## config.mk

```make
export PLATFORM = sky130hd
export DESIGN_NAME = i2c_reg_slave
export DESIGN_NICKNAME = d
export VERILOG_FILES = /design/src/rtl/i2c_reg_pkg.sv /design/src/rtl/i2c_line_sync.sv /design/src/rtl/i2c_byte_link.sv /design/src/rtl/i2c_access_ctrl.sv /design/src/rtl/i2c_reg_slave.sv
export SDC_FILE = /design/constraint.sdc
export NUM_CORES = 1
export LEC_CHECK = 0
export ABC_CLOCK_PERIOD_IN_PS = 2000
export BUFFER_PORTS_ARGS = -buffer_cell sky130_fd_sc_hd__buf_2
export CAP_MARGIN = 20
export CORE_ASPECT_RATIO = 2
export CORE_UTILIZATION = 52
export CTS_CLUSTER_SIZE = 20
export DETAILED_ROUTE_END_ITERATION = 8
export PLACE_DENSITY = 0.77
export SYNTH_ARGS = -nofsm -noshare
export SYNTH_HDL_FRONTEND = slang
export SYNTH_SLANG_ARGS = --single-unit
```

## constraint.sdc

```tcl
create_clock -name clk -period 2 [get_ports clk]
set_input_delay 0.4 -clock clk [delete_from_list [all_inputs] [get_ports clk]]
set_output_delay 0.4 -clock clk [all_outputs]
set_load 0.02 [all_outputs]
```

## src/rtl/i2c_reg_pkg.sv

```systemverilog
package i2c_reg_pkg;

    typedef enum logic [2:0] {
        LK_IDLE,
        LK_RX_ADDR,
        LK_ADDR_ACK,
        LK_RX_DATA,
        LK_DATA_ACK,
        LK_TX_DATA,
        LK_TX_ACK,
        LK_WAIT_END
    } link_state_e;

    typedef enum logic [1:0] {
        AM_REG,
        AM_CURSOR,
        AM_PALETTE
    } acc_mode_e;

    typedef enum logic [1:0] {
        PH_INDEX,
        PH_RAMADDR,
        PH_DATA
    } acc_phase_e;

    localparam logic [7:0] IDX_CURSOR_PORT  = 8'hFE;
    localparam logic [7:0] IDX_PALETTE_PORT = 8'hFF;
    localparam int         BYTE_W           = 8;
    localparam int         RGB_W            = 3 * BYTE_W;

endpackage

```

## src/rtl/i2c_line_sync.sv

```systemverilog
module i2c_line_sync #(
    parameter int STAGES = 2
) (
    input  logic clk,
    input  logic rst_n,
    input  logic scl_raw,
    input  logic sda_raw,
    output logic scl_lvl,
    output logic sda_lvl,
    output logic scl_rise,
    output logic scl_fall,
    output logic start_det,
    output logic stop_det
);

    localparam int LINES = 2;
    localparam int SCL_I = 1;
    localparam int SDA_I = 0;

    typedef struct packed {
        logic [LINES-1:0][STAGES-1:0] pipe;
        logic [LINES-1:0]             prev;
    } sync_t;

    sync_t d, q;
    logic [LINES-1:0] raw;
    logic [LINES-1:0] lvl;

    assign raw = {scl_raw, sda_raw};

    generate
        for (genvar g = 0; g < LINES; g++) begin : g_line
            assign lvl[g] = q.pipe[g][STAGES-1];
        end
    endgenerate

    always_comb begin
        d = q;
        for (int i = 0; i < LINES; i++) begin
            d.pipe[i] = {q.pipe[i][STAGES-2:0], raw[i]};
            d.prev[i] = lvl[i];
        end
    end

    always_ff @(posedge clk or negedge rst_n) begin
        if (!rst_n) q <= '1;
        else        q <= d;
    end

    assign scl_lvl   = lvl[SCL_I];
    assign sda_lvl   = lvl[SDA_I];
    assign scl_rise  = lvl[SCL_I] & ~q.prev[SCL_I];
    assign scl_fall  = ~lvl[SCL_I] & q.prev[SCL_I];
    assign start_det = lvl[SCL_I] & q.prev[SCL_I] & q.prev[SDA_I] & ~lvl[SDA_I];
    assign stop_det  = lvl[SCL_I] & q.prev[SCL_I] & ~q.prev[SDA_I] & lvl[SDA_I];

endmodule

```

## src/rtl/i2c_byte_link.sv

```systemverilog
module i2c_byte_link
    import i2c_reg_pkg::*;
#(
    parameter logic [6:0] DEV_ADDR = 7'h44
) (
    input  logic              clk,
    input  logic              rst_n,
    input  logic              sda_lvl,
    input  logic              scl_rise,
    input  logic              scl_fall,
    input  logic              start_det,
    input  logic              stop_det,
    input  logic [BYTE_W-1:0] tx_byte,
    output logic              sda_oe,
    output logic              ev_sof_wr,
    output logic              ev_wr,
    output logic [BYTE_W-1:0] ev_byte,
    output logic              ev_rd
);

    localparam int CNT_W = $clog2(BYTE_W);
    localparam logic [CNT_W-1:0] LAST_BIT = CNT_W'(BYTE_W - 1);

    typedef struct packed {
        link_state_e       state;
        logic [CNT_W-1:0]  bitcnt;
        logic [BYTE_W-1:0] shreg;
        logic              is_read;
        logic              ack_flag;
        logic              sda_oe;
    } link_t;

    link_t d, q;
    logic [BYTE_W-1:0] rx_next;

    always_comb begin
        d         = q;
        ev_sof_wr = 1'b0;
        ev_wr     = 1'b0;
        ev_rd     = 1'b0;
        rx_next   = {q.shreg[BYTE_W-2:0], sda_lvl};
        ev_byte   = rx_next;

        if (start_det) begin
            d.state    = LK_RX_ADDR;
            d.bitcnt   = '0;
            d.sda_oe   = 1'b0;
            d.ack_flag = 1'b0;
        end else if (stop_det) begin
            d.state  = LK_IDLE;
            d.sda_oe = 1'b0;
        end else begin
            unique case (q.state)
                LK_RX_ADDR, LK_RX_DATA: begin
                    if (scl_rise) begin
                        d.shreg    = rx_next;
                        d.bitcnt   = q.bitcnt + 1'b1;
                        d.ack_flag = 1'b0;
                        if (q.bitcnt == LAST_BIT) begin
                            if (q.state == LK_RX_ADDR) begin
                                if (rx_next[BYTE_W-1:1] == DEV_ADDR) begin
                                    d.state   = LK_ADDR_ACK;
                                    d.is_read = rx_next[0];
                                    ev_sof_wr = ~rx_next[0];
                                end else begin
                                    d.state = LK_WAIT_END;
                                end
                            end else begin
                                ev_wr   = 1'b1;
                                d.state = LK_DATA_ACK;
                            end
                        end
                    end
                end
                LK_ADDR_ACK, LK_DATA_ACK: begin
                    if (scl_fall) begin
                        if (!q.ack_flag) begin
                            d.sda_oe   = 1'b1;
                            d.ack_flag = 1'b1;
                        end else begin
                            d.ack_flag = 1'b0;
                            d.bitcnt   = '0;
                            if (q.state == LK_ADDR_ACK && q.is_read) begin
                                ev_rd    = 1'b1;
                                d.shreg  = tx_byte;
                                d.sda_oe = ~tx_byte[BYTE_W-1];
                                d.state  = LK_TX_DATA;
                            end else begin
                                d.sda_oe = 1'b0;
                                d.state  = LK_RX_DATA;
                            end
                        end
                    end
                end
                LK_TX_DATA: begin
                    if (scl_fall) begin
                        if (q.bitcnt == LAST_BIT) begin
                            d.sda_oe   = 1'b0;
                            d.ack_flag = 1'b0;
                            d.state    = LK_TX_ACK;
                        end else begin
                            d.bitcnt = q.bitcnt + 1'b1;
                            d.shreg  = q.shreg << 1;
                            d.sda_oe = ~q.shreg[BYTE_W-2];
                        end
                    end
                end
                LK_TX_ACK: begin
                    if (scl_rise) begin
                        if (sda_lvl) d.state    = LK_WAIT_END;
                        else         d.ack_flag = 1'b1;
                    end else if (scl_fall && q.ack_flag) begin
                        ev_rd      = 1'b1;
                        d.ack_flag = 1'b0;
                        d.bitcnt   = '0;
                        d.shreg    = tx_byte;
                        d.sda_oe   = ~tx_byte[BYTE_W-1];
                        d.state    = LK_TX_DATA;
                    end
                end
                default: ;
            endcase
        end
    end

    always_ff @(posedge clk or negedge rst_n) begin
        if (!rst_n) begin
            q          <= '0;
            q.state    <= LK_IDLE;
        end else begin
            q <= d;
        end
    end

    assign sda_oe = q.sda_oe;

    // a STOP always leaves the byte engine idle
    a_r8_idle_after_stop: assert property (@(posedge clk) disable iff (!rst_n)
        (stop_det && !start_det) |=> (q.state == LK_IDLE));

    // the address acknowledge slot is entered only from a completed address byte
    a_r1_ack_from_address: assert property (@(posedge clk) disable iff (!rst_n)
        (q.state == LK_ADDR_ACK && $past(q.state) != LK_ADDR_ACK) |-> $past(q.state) == LK_RX_ADDR);

endmodule

```

## src/rtl/i2c_access_ctrl.sv

```systemverilog
module i2c_access_ctrl
    import i2c_reg_pkg::*;
#(
    parameter int         CUR_AW   = 8,
    parameter int         LUT_AW   = 8,
    parameter logic [7:0] RO_IDX_A = 8'h00,
    parameter logic [7:0] RO_IDX_B = 8'h1C
) (
    input  logic              clk,
    input  logic              rst_n,
    input  logic              ev_sof_wr,
    input  logic              ev_wr,
    input  logic [BYTE_W-1:0] ev_byte,
    input  logic              ev_rd,
    output logic [BYTE_W-1:0] tx_byte,
    output logic              reg_wr_stb,
    output logic [BYTE_W-1:0] reg_addr,
    output logic [BYTE_W-1:0] reg_wr_data,
    input  logic [BYTE_W-1:0] reg_rd_data,
    output logic              cur_wr_stb,
    output logic [CUR_AW-1:0] cur_addr,
    output logic [BYTE_W-1:0] cur_wr_data,
    input  logic [BYTE_W-1:0] cur_rd_data,
    output logic              lut_wr_stb,
    output logic [LUT_AW-1:0] lut_addr,
    output logic [RGB_W-1:0]  lut_wr_data,
    input  logic [RGB_W-1:0]  lut_rd_data
);

    localparam logic [1:0] LAST_COMP = 2'd2;

    typedef struct packed {
        acc_mode_e         mode;
        acc_phase_e        phase;
        logic [BYTE_W-1:0] idx;
        logic [CUR_AW-1:0] cptr;
        logic [LUT_AW-1:0] lptr;
        logic [1:0]        comp;
        logic [BYTE_W-1:0] red;
        logic [BYTE_W-1:0] green;
        logic              reg_stb;
        logic [BYTE_W-1:0] reg_wa;
        logic [BYTE_W-1:0] wdata;
        logic              cur_stb;
        logic [CUR_AW-1:0] cur_wa;
        logic              lut_stb;
        logic [LUT_AW-1:0] lut_wa;
        logic [RGB_W-1:0]  lut_wd;
    } ctrl_t;

    ctrl_t d, q;
    logic  idx_is_ro;

    assign idx_is_ro = (q.idx == RO_IDX_A) || (q.idx == RO_IDX_B);

    always_comb begin
        d         = q;
        d.reg_stb = 1'b0;
        d.cur_stb = 1'b0;
        d.lut_stb = 1'b0;

        if (ev_sof_wr) begin
            d.phase = PH_INDEX;
        end else if (ev_wr) begin
            unique case (q.phase)
                PH_INDEX: begin
                    if (ev_byte == IDX_CURSOR_PORT) begin
                        d.mode  = AM_CURSOR;
                        d.phase = PH_RAMADDR;
                    end else if (ev_byte == IDX_PALETTE_PORT) begin
                        d.mode  = AM_PALETTE;
                        d.phase = PH_RAMADDR;
                    end else begin
                        d.mode  = AM_REG;
                        d.idx   = ev_byte;
                        d.phase = PH_DATA;
                    end
                end
                PH_RAMADDR: begin
                    d.cptr  = ev_byte[CUR_AW-1:0];
                    d.lptr  = ev_byte[LUT_AW-1:0];
                    d.comp  = '0;
                    d.phase = PH_DATA;
                end
                default: begin
                    unique case (q.mode)
                        AM_CURSOR: begin
                            d.cur_stb = 1'b1;
                            d.cur_wa  = q.cptr;
                            d.wdata   = ev_byte;
                            d.cptr    = q.cptr + 1'b1;
                        end
                        AM_PALETTE: begin
                            if (q.comp == 2'd0) begin
                                d.red  = ev_byte;
                                d.comp = 2'd1;
                            end else if (q.comp == 2'd1) begin
                                d.green = ev_byte;
                                d.comp  = LAST_COMP;
                            end else begin
                                d.lut_stb = 1'b1;
                                d.lut_wa  = q.lptr;
                                d.lut_wd  = {q.red, q.green, ev_byte};
                                d.lptr    = q.lptr + 1'b1;
                                d.comp    = 2'd0;
                            end
                        end
                        default: begin
                            if (!idx_is_ro) begin
                                d.reg_stb = 1'b1;
                                d.reg_wa  = q.idx;
                                d.wdata   = ev_byte;
                            end
                            d.idx = q.idx + 1'b1;
                        end
                    endcase
                end
            endcase
        end else if (ev_rd) begin
            unique case (q.mode)
                AM_CURSOR: d.cptr = q.cptr + 1'b1;
                AM_PALETTE: begin
                    if (q.comp == LAST_COMP) begin
                        d.comp = 2'd0;
                        d.lptr = q.lptr + 1'b1;
                    end else begin
                        d.comp = q.comp + 1'b1;
                    end
                end
                default: d.idx = q.idx + 1'b1;
            endcase
        end
    end

    always_comb begin
        unique case (q.mode)
            AM_CURSOR:  tx_byte = cur_rd_data;
            AM_PALETTE: begin
                if (q.comp == 2'd0)      tx_byte = lut_rd_data[RGB_W-1 -: BYTE_W];
                else if (q.comp == 2'd1) tx_byte = lut_rd_data[2*BYTE_W-1 -: BYTE_W];
                else                     tx_byte = lut_rd_data[BYTE_W-1:0];
            end
            default:    tx_byte = reg_rd_data;
        endcase
    end

    always_ff @(posedge clk or negedge rst_n) begin
        if (!rst_n) begin
            q       <= '0;
            q.mode  <= AM_REG;
            q.phase <= PH_INDEX;
        end else begin
            q <= d;
        end
    end

    assign reg_wr_stb  = q.reg_stb;
    assign reg_addr    = q.reg_stb ? q.reg_wa : q.idx;
    assign reg_wr_data = q.wdata;
    assign cur_wr_stb  = q.cur_stb;
    assign cur_addr    = q.cur_stb ? q.cur_wa : q.cptr;
    assign cur_wr_data = q.wdata;
    assign lut_wr_stb  = q.lut_stb;
    assign lut_addr    = q.lut_stb ? q.lut_wa : q.lptr;
    assign lut_wr_data = q.lut_wd;

    // no strobe ever reaches a read-only index
    a_r3_ro_protected: assert property (@(posedge clk) disable iff (!rst_n)
        reg_wr_stb |-> (reg_addr != RO_IDX_A && reg_addr != RO_IDX_B));

    // one byte produces at most one strobe on one port
    a_r2_single_strobe: assert property (@(posedge clk) disable iff (!rst_n)
        $onehot0({reg_wr_stb, cur_wr_stb, lut_wr_stb}));

    // table writes are at least a full triplet apart
    a_r6_triplet_spacing: assert property (@(posedge clk) disable iff (!rst_n)
        lut_wr_stb |=> !lut_wr_stb);

    // consecutive cursor writes land on consecutive addresses
    a_r5_cursor_step: assert property (@(posedge clk) disable iff (!rst_n)
        (cur_wr_stb && !ev_sof_wr && !ev_wr) |=> (cur_addr == $past(cur_addr) + 1'b1));

endmodule

```

## src/rtl/i2c_reg_slave.sv

```systemverilog
module i2c_reg_slave
    import i2c_reg_pkg::*;
#(
    parameter logic [6:0] DEV_ADDR    = 7'h44,
    parameter int         CUR_AW      = 8,
    parameter int         LUT_AW      = 8,
    parameter logic [7:0] RO_IDX_A    = 8'h00,
    parameter logic [7:0] RO_IDX_B    = 8'h1C,
    parameter int         SYNC_STAGES = 2
) (
    input  logic              clk,
    input  logic              rst_n,
    input  logic              scl_in,
    input  logic              sda_in,
    output logic              scl_drive_low,
    output logic              sda_drive_low,
    output logic              reg_wr_stb,
    output logic [7:0]        reg_addr,
    output logic [7:0]        reg_wr_data,
    input  logic [7:0]        reg_rd_data,
    output logic              cur_wr_stb,
    output logic [CUR_AW-1:0] cur_addr,
    output logic [7:0]        cur_wr_data,
    input  logic [7:0]        cur_rd_data,
    output logic              lut_wr_stb,
    output logic [LUT_AW-1:0] lut_addr,
    output logic [23:0]       lut_wr_data,
    input  logic [23:0]       lut_rd_data
);

    logic              scl_lvl, sda_lvl, scl_rise, scl_fall, start_det, stop_det;
    logic              ev_sof_wr, ev_wr, ev_rd;
    logic [BYTE_W-1:0] ev_byte, tx_byte;

    i2c_line_sync #(.STAGES(SYNC_STAGES)) u_sync (
        .clk       (clk),
        .rst_n     (rst_n),
        .scl_raw   (scl_in),
        .sda_raw   (sda_in),
        .scl_lvl   (scl_lvl),
        .sda_lvl   (sda_lvl),
        .scl_rise  (scl_rise),
        .scl_fall  (scl_fall),
        .start_det (start_det),
        .stop_det  (stop_det)
    );

    i2c_byte_link #(.DEV_ADDR(DEV_ADDR)) u_link (
        .clk       (clk),
        .rst_n     (rst_n),
        .sda_lvl   (sda_lvl),
        .scl_rise  (scl_rise),
        .scl_fall  (scl_fall),
        .start_det (start_det),
        .stop_det  (stop_det),
        .tx_byte   (tx_byte),
        .sda_oe    (sda_drive_low),
        .ev_sof_wr (ev_sof_wr),
        .ev_wr     (ev_wr),
        .ev_byte   (ev_byte),
        .ev_rd     (ev_rd)
    );

    i2c_access_ctrl #(
        .CUR_AW   (CUR_AW),
        .LUT_AW   (LUT_AW),
        .RO_IDX_A (RO_IDX_A),
        .RO_IDX_B (RO_IDX_B)
    ) u_ctrl (
        .clk         (clk),
        .rst_n       (rst_n),
        .ev_sof_wr   (ev_sof_wr),
        .ev_wr       (ev_wr),
        .ev_byte     (ev_byte),
        .ev_rd       (ev_rd),
        .tx_byte     (tx_byte),
        .reg_wr_stb  (reg_wr_stb),
        .reg_addr    (reg_addr),
        .reg_wr_data (reg_wr_data),
        .reg_rd_data (reg_rd_data),
        .cur_wr_stb  (cur_wr_stb),
        .cur_addr    (cur_addr),
        .cur_wr_data (cur_wr_data),
        .cur_rd_data (cur_rd_data),
        .lut_wr_stb  (lut_wr_stb),
        .lut_addr    (lut_addr),
        .lut_wr_data (lut_wr_data),
        .lut_rd_data (lut_rd_data)
    );

    assign scl_drive_low = 1'b0;

    // SDA only changes while SCL is low (outside START/STOP handling)
    a_r9_sda_stable_scl_high: assert property (@(posedge clk) disable iff (!rst_n)
        (scl_lvl && $past(scl_lvl) && !$past(start_det) && !$past(stop_det))
            |-> $stable(sda_drive_low));

endmodule

```

==> flow_metrics.py <==
metrics = {
    "outcome": {
        "status": "complete, but fails checks",
        "violations": "DRC, hold timing, setup timing",
    },
    "floorplanning": {
        "io_pins": 113,
        "core-area_um2": 13070,
        "start_util_pct": 53.78,
        "die-area_um2": 14010,
        "die_y_um": 166.4,
        "core.rowCount": 59,
        "die_width_um": 84.20,
    },
    "timing": {
        "fmax_ghz": 0.4868,
        "fin_skew_ns": 0.01078,
        "final-setup-viol-count": 9,
        "setup_tns_ns": -0.2123,
        "rsz0062_at_grt": "true",
        "min_period_over_period_pct": 102.7,
        "hold_slack_ns": -0.006833,
        "slew_violations": 0,
        "tightest_slew_ns": 0.5150,
        "hold_viol": 6,
        "period_minus_slack_ns": 2.054,
        "finalWorstSetupSlack_ns": -0.05420,
        "slew_headroom_pct": 65.54,
    },
    "synthesis": {
        "synth_area_um2": 7027,
        "postSynthCellCount": 655,
        "synth_xor_area_share_pct": 0.4986,
        "synth_fp_nets": 707,
        "synth_mux_area_share_pct": 18.64,
        "synth.distinct_cells": 74,
        "synth_compound_area_share_pct": 13.59,
        "synth.area.top_cells": "dfrtp_1, mux2_2, buf_4",
        "synthAdderAreaFrac_pct": 1.709,
        "synth_ff_type": "dfrtp_1",
        "syn_area_per_cell_um2": 10.73,
        "synthSimpleGateAreaFrac_pct": 12.64,
        "yosys_warnings": 0,
        "yosysTopAreaCell": "dfrtp_1",
        "yosysSeqAreaShare_pct": 45.33,
        "synth_edf_count": 0,
        "async_flop_share_pct": 100.0,
        "synth_top_family_by_area": "multiplexers",
        "ys_seq_elements": 127,
        "synth.top_cell.area_share_pct": 43.09,
    },
    "drt": {
        "vias_per_cell": 6.225,
        "ant_nets": 0,
        "drt-total-wl_mm": 20.60,
        "routedWlPerCell_um": 21.34,
        "drc": 16,
        "drt-initial-drc-count": 464,
        "drtPass1Iterations": 7,
        "vias": 6007,
    },
    "global_routing": {
        "antenna_found_initial": 2,
        "grt_overflow": 0,
        "grt_first_pass_wirelength_mm": 31.43,
        "grt_max_degree": 70,
        "grt_pass1_vias": 6075,
        "track_usage_pct": 29.37,
    },
    "clocking": {
        "holdBufCountCts": 0,
        "cts.htree.levels": 4,
        "cts_tree": "yes",
        "cts.sinks": 127,
        "cts-root-buf": "clkbuf_16",
        "numCtsBuffers": 17,
        "clock_path_buffers": 2,
        "clock_latency_ns": 0.43,
        "path_clk_slew_ns": 0.07,
    },
    "final_layout": {
        "area_growth_pct": 28.40,
        "fin_nets": 851,
        "drive_gt1_share_pct": 51.11,
    },
    "place": {
        "place.gp.congestion": 1.016,
        "dp_hpwl_mm": 14.20,
        "numPortBuffers": 111,
        "dp_slack_ns": -0.2272,
    },
    "setup_path": {
        "critPathLaunchType": "register",
        "critPathBufInv": 0,
        "criticalPathCategory": "register to register",
        "rr_startpoint": "u_sync.q[1]",
        "cp_cell_sequence": "and4bb_2 > o21ai_1 > a21boi_2 > o31ai_4 > mux2_2",
        "reg2reg_slack_ns": -0.05,
        "slowest_delay_ns": 0.63,
        "cp_max_fo": 8,
        "critPathArrivalTime_ns": 2.36,
        "cp-end-kind": "register",
        "crit_start": "u_sync.q[1]",
        "required_ns": 2.30,
        "cp_slowest_cell": "dfstp_2",
        "cp_top_family": "compound AO/OA/AOI/OAI gates",
    },
    "power": {
        "ir_worst_vdd_v": 0.0006282,
        "power_leakage_nw": 4.531,
        "powerDensity_nw_per_um2": 912.9,
    },
    "run": {
        "drv_cap": 0,
    },
    "hold_path": {
        "hp-class": "primary input to async pin",
    },
}
sequential cells by signal (all words and copies together), names as in the netlist, 2 cells and up:
register            flops
u_link.q                8
u_sync.q                2
u_ctrl.lut_wr_data     24
u_sync.d                2
u_ctrl.q               70
u_ctrl.cur_wr_data      8
u_link.ev_byte          7
cell type report:
cell class | instances | area (um^2)
multi-input cells | 436 | 3628
repair buffers | 205 | 1400
fillers | 943 | 4044
clock buffers | 17 | 425.4
inverters | 12 | 45.04
clock inverters | 15 | 141.4
well taps | 152 | 190.2
diodes | 1 | 2.502
flip-flops and latches | 127 | 3189
cell usage in the layout (no fill, tap or decap), types with 5 or more instances in the layout:
cell type	count
a21oi_1	33
buf_2	110
a2bb2oi_1	5
dfrtp_1	118
clkbuf_16	18
nand4_1	7
o21ai_1	10
nor3_1	6
buf_6	5
buf_12	8
mux2_2	104
and3_1	8
o31ai_4	5
dfstp_2	6
inv_1	9
a22o_1	5
nand2_1	36
nand2b_1	5
inv_6	6
buf_4	81
nand3_1	13
o21ai_0	43
mux2i_1	9
nor2_1	21
nor2b_1	8
cells in the mapped netlist, types with 3 or more instances:
master       n
nor2b_1      8
o21ai_1      8
mux2i_1      9
nand4_1      7
a21oi_1     33
o21ai_0     47
o22ai_1      5
dfrtp_1    121
nand2b_1     7
a211oi_1     3
dfstp_2      6
ha_1         8
o31ai_1      4
buf_4       41
nor3b_1      5
a221oi_1     7
buf_2       15
a2bb2oi_1    5
o2bb2ai_1    4
a22o_1       5
nand2_1     38
and3_1      10
clkbuf_1    24
or3_1        6
a221o_1      3
inv_1       12
and3b_1      4
nor2_1      23
nand3_1     14
nor3_1       7
mux2_2     107
nor4_1       4
where the power goes:
part	total (mW)	switching, mW	internal, mW
Combinational	2.28	1.27	1.01
Sequential	2.94	0.203	2.74
Clock	3.02	1.37	1.65
Total	8.24	2.84	5.40
worst register-to-register path, cell delays in order, from the launching register on:
cell and delay (ns):
dfstp_2 0.63, and4bb_2 0.27, o21ai_1 0.09, a21boi_2 0.20, o31ai_4 0.35, mux2_2 0.39
final timing paths:
| kind | end | cells after the start |
|---|---|---|
| setup / recovery | u_link.q[13] | 5 |
| hold reg to reg | u_sync.sda_lvl | 0 |
| setup reg to reg | u_link.q[13] | 5 |
| min in group clk | u_sync.d[5] | 1 |
| max in group asynchronous | u_sync.q[1] | 2 |
| hold / removal | u_ctrl.lut_wr_data[4] | 2 |
metrics by stage:
| step | std cells | utilization, % | instance area (um^2) | total power [mW] |
|---|---|---|---|---|
| 2_1_floorplan | 655 | - | 7053 | 4.074 |
| 3_3_place_gp | 921 | 61.58 | 8046 | 4.974 |
| 3_5_place_dp | 921 | 61.58 | 8046 | 5.017 |
| 4_1_cts | 959 | 66.97 | 8751 | 8.069 |
| 5_1_grt | 965 | 69.05 | 9022 | 8.550 |
| 6_report | 965 | 69.05 | 9022 | 8.236 |
what timing repair did:
action	4_1_cts	5_1_grt
gates resized for setup	21	53
hold endpoints to repair	0	0
setup endpoints to repair	47	102
cloned	0	3
buffers inserted	6	3
pin swaps	9	15
metal layers:
layer	vias up	GRT usage [%]	part of all wire (%)
met2	314	51.67	52
met5	-	0	0
met3	108	6.163	5.7
li1	2632	-	-
met4	0	17.47	6.4
met1	2953	32.03	36
kinds of logic after synthesis:
| kind of cell | after synthesis |
|---|---|
| AO/OA/AOI/OAI | 146 |
| XOR/XNOR | 4 |
| adder cells (fa/ha/maj) | 10 |
| buffers and inverters | 93 |
| flip-flops | 127 |
| multiplexers | 117 |
| other | 1 |
| AND/OR/NAND/NOR | 157 |
Note: power is estimated with default switching activity, not from simulation.
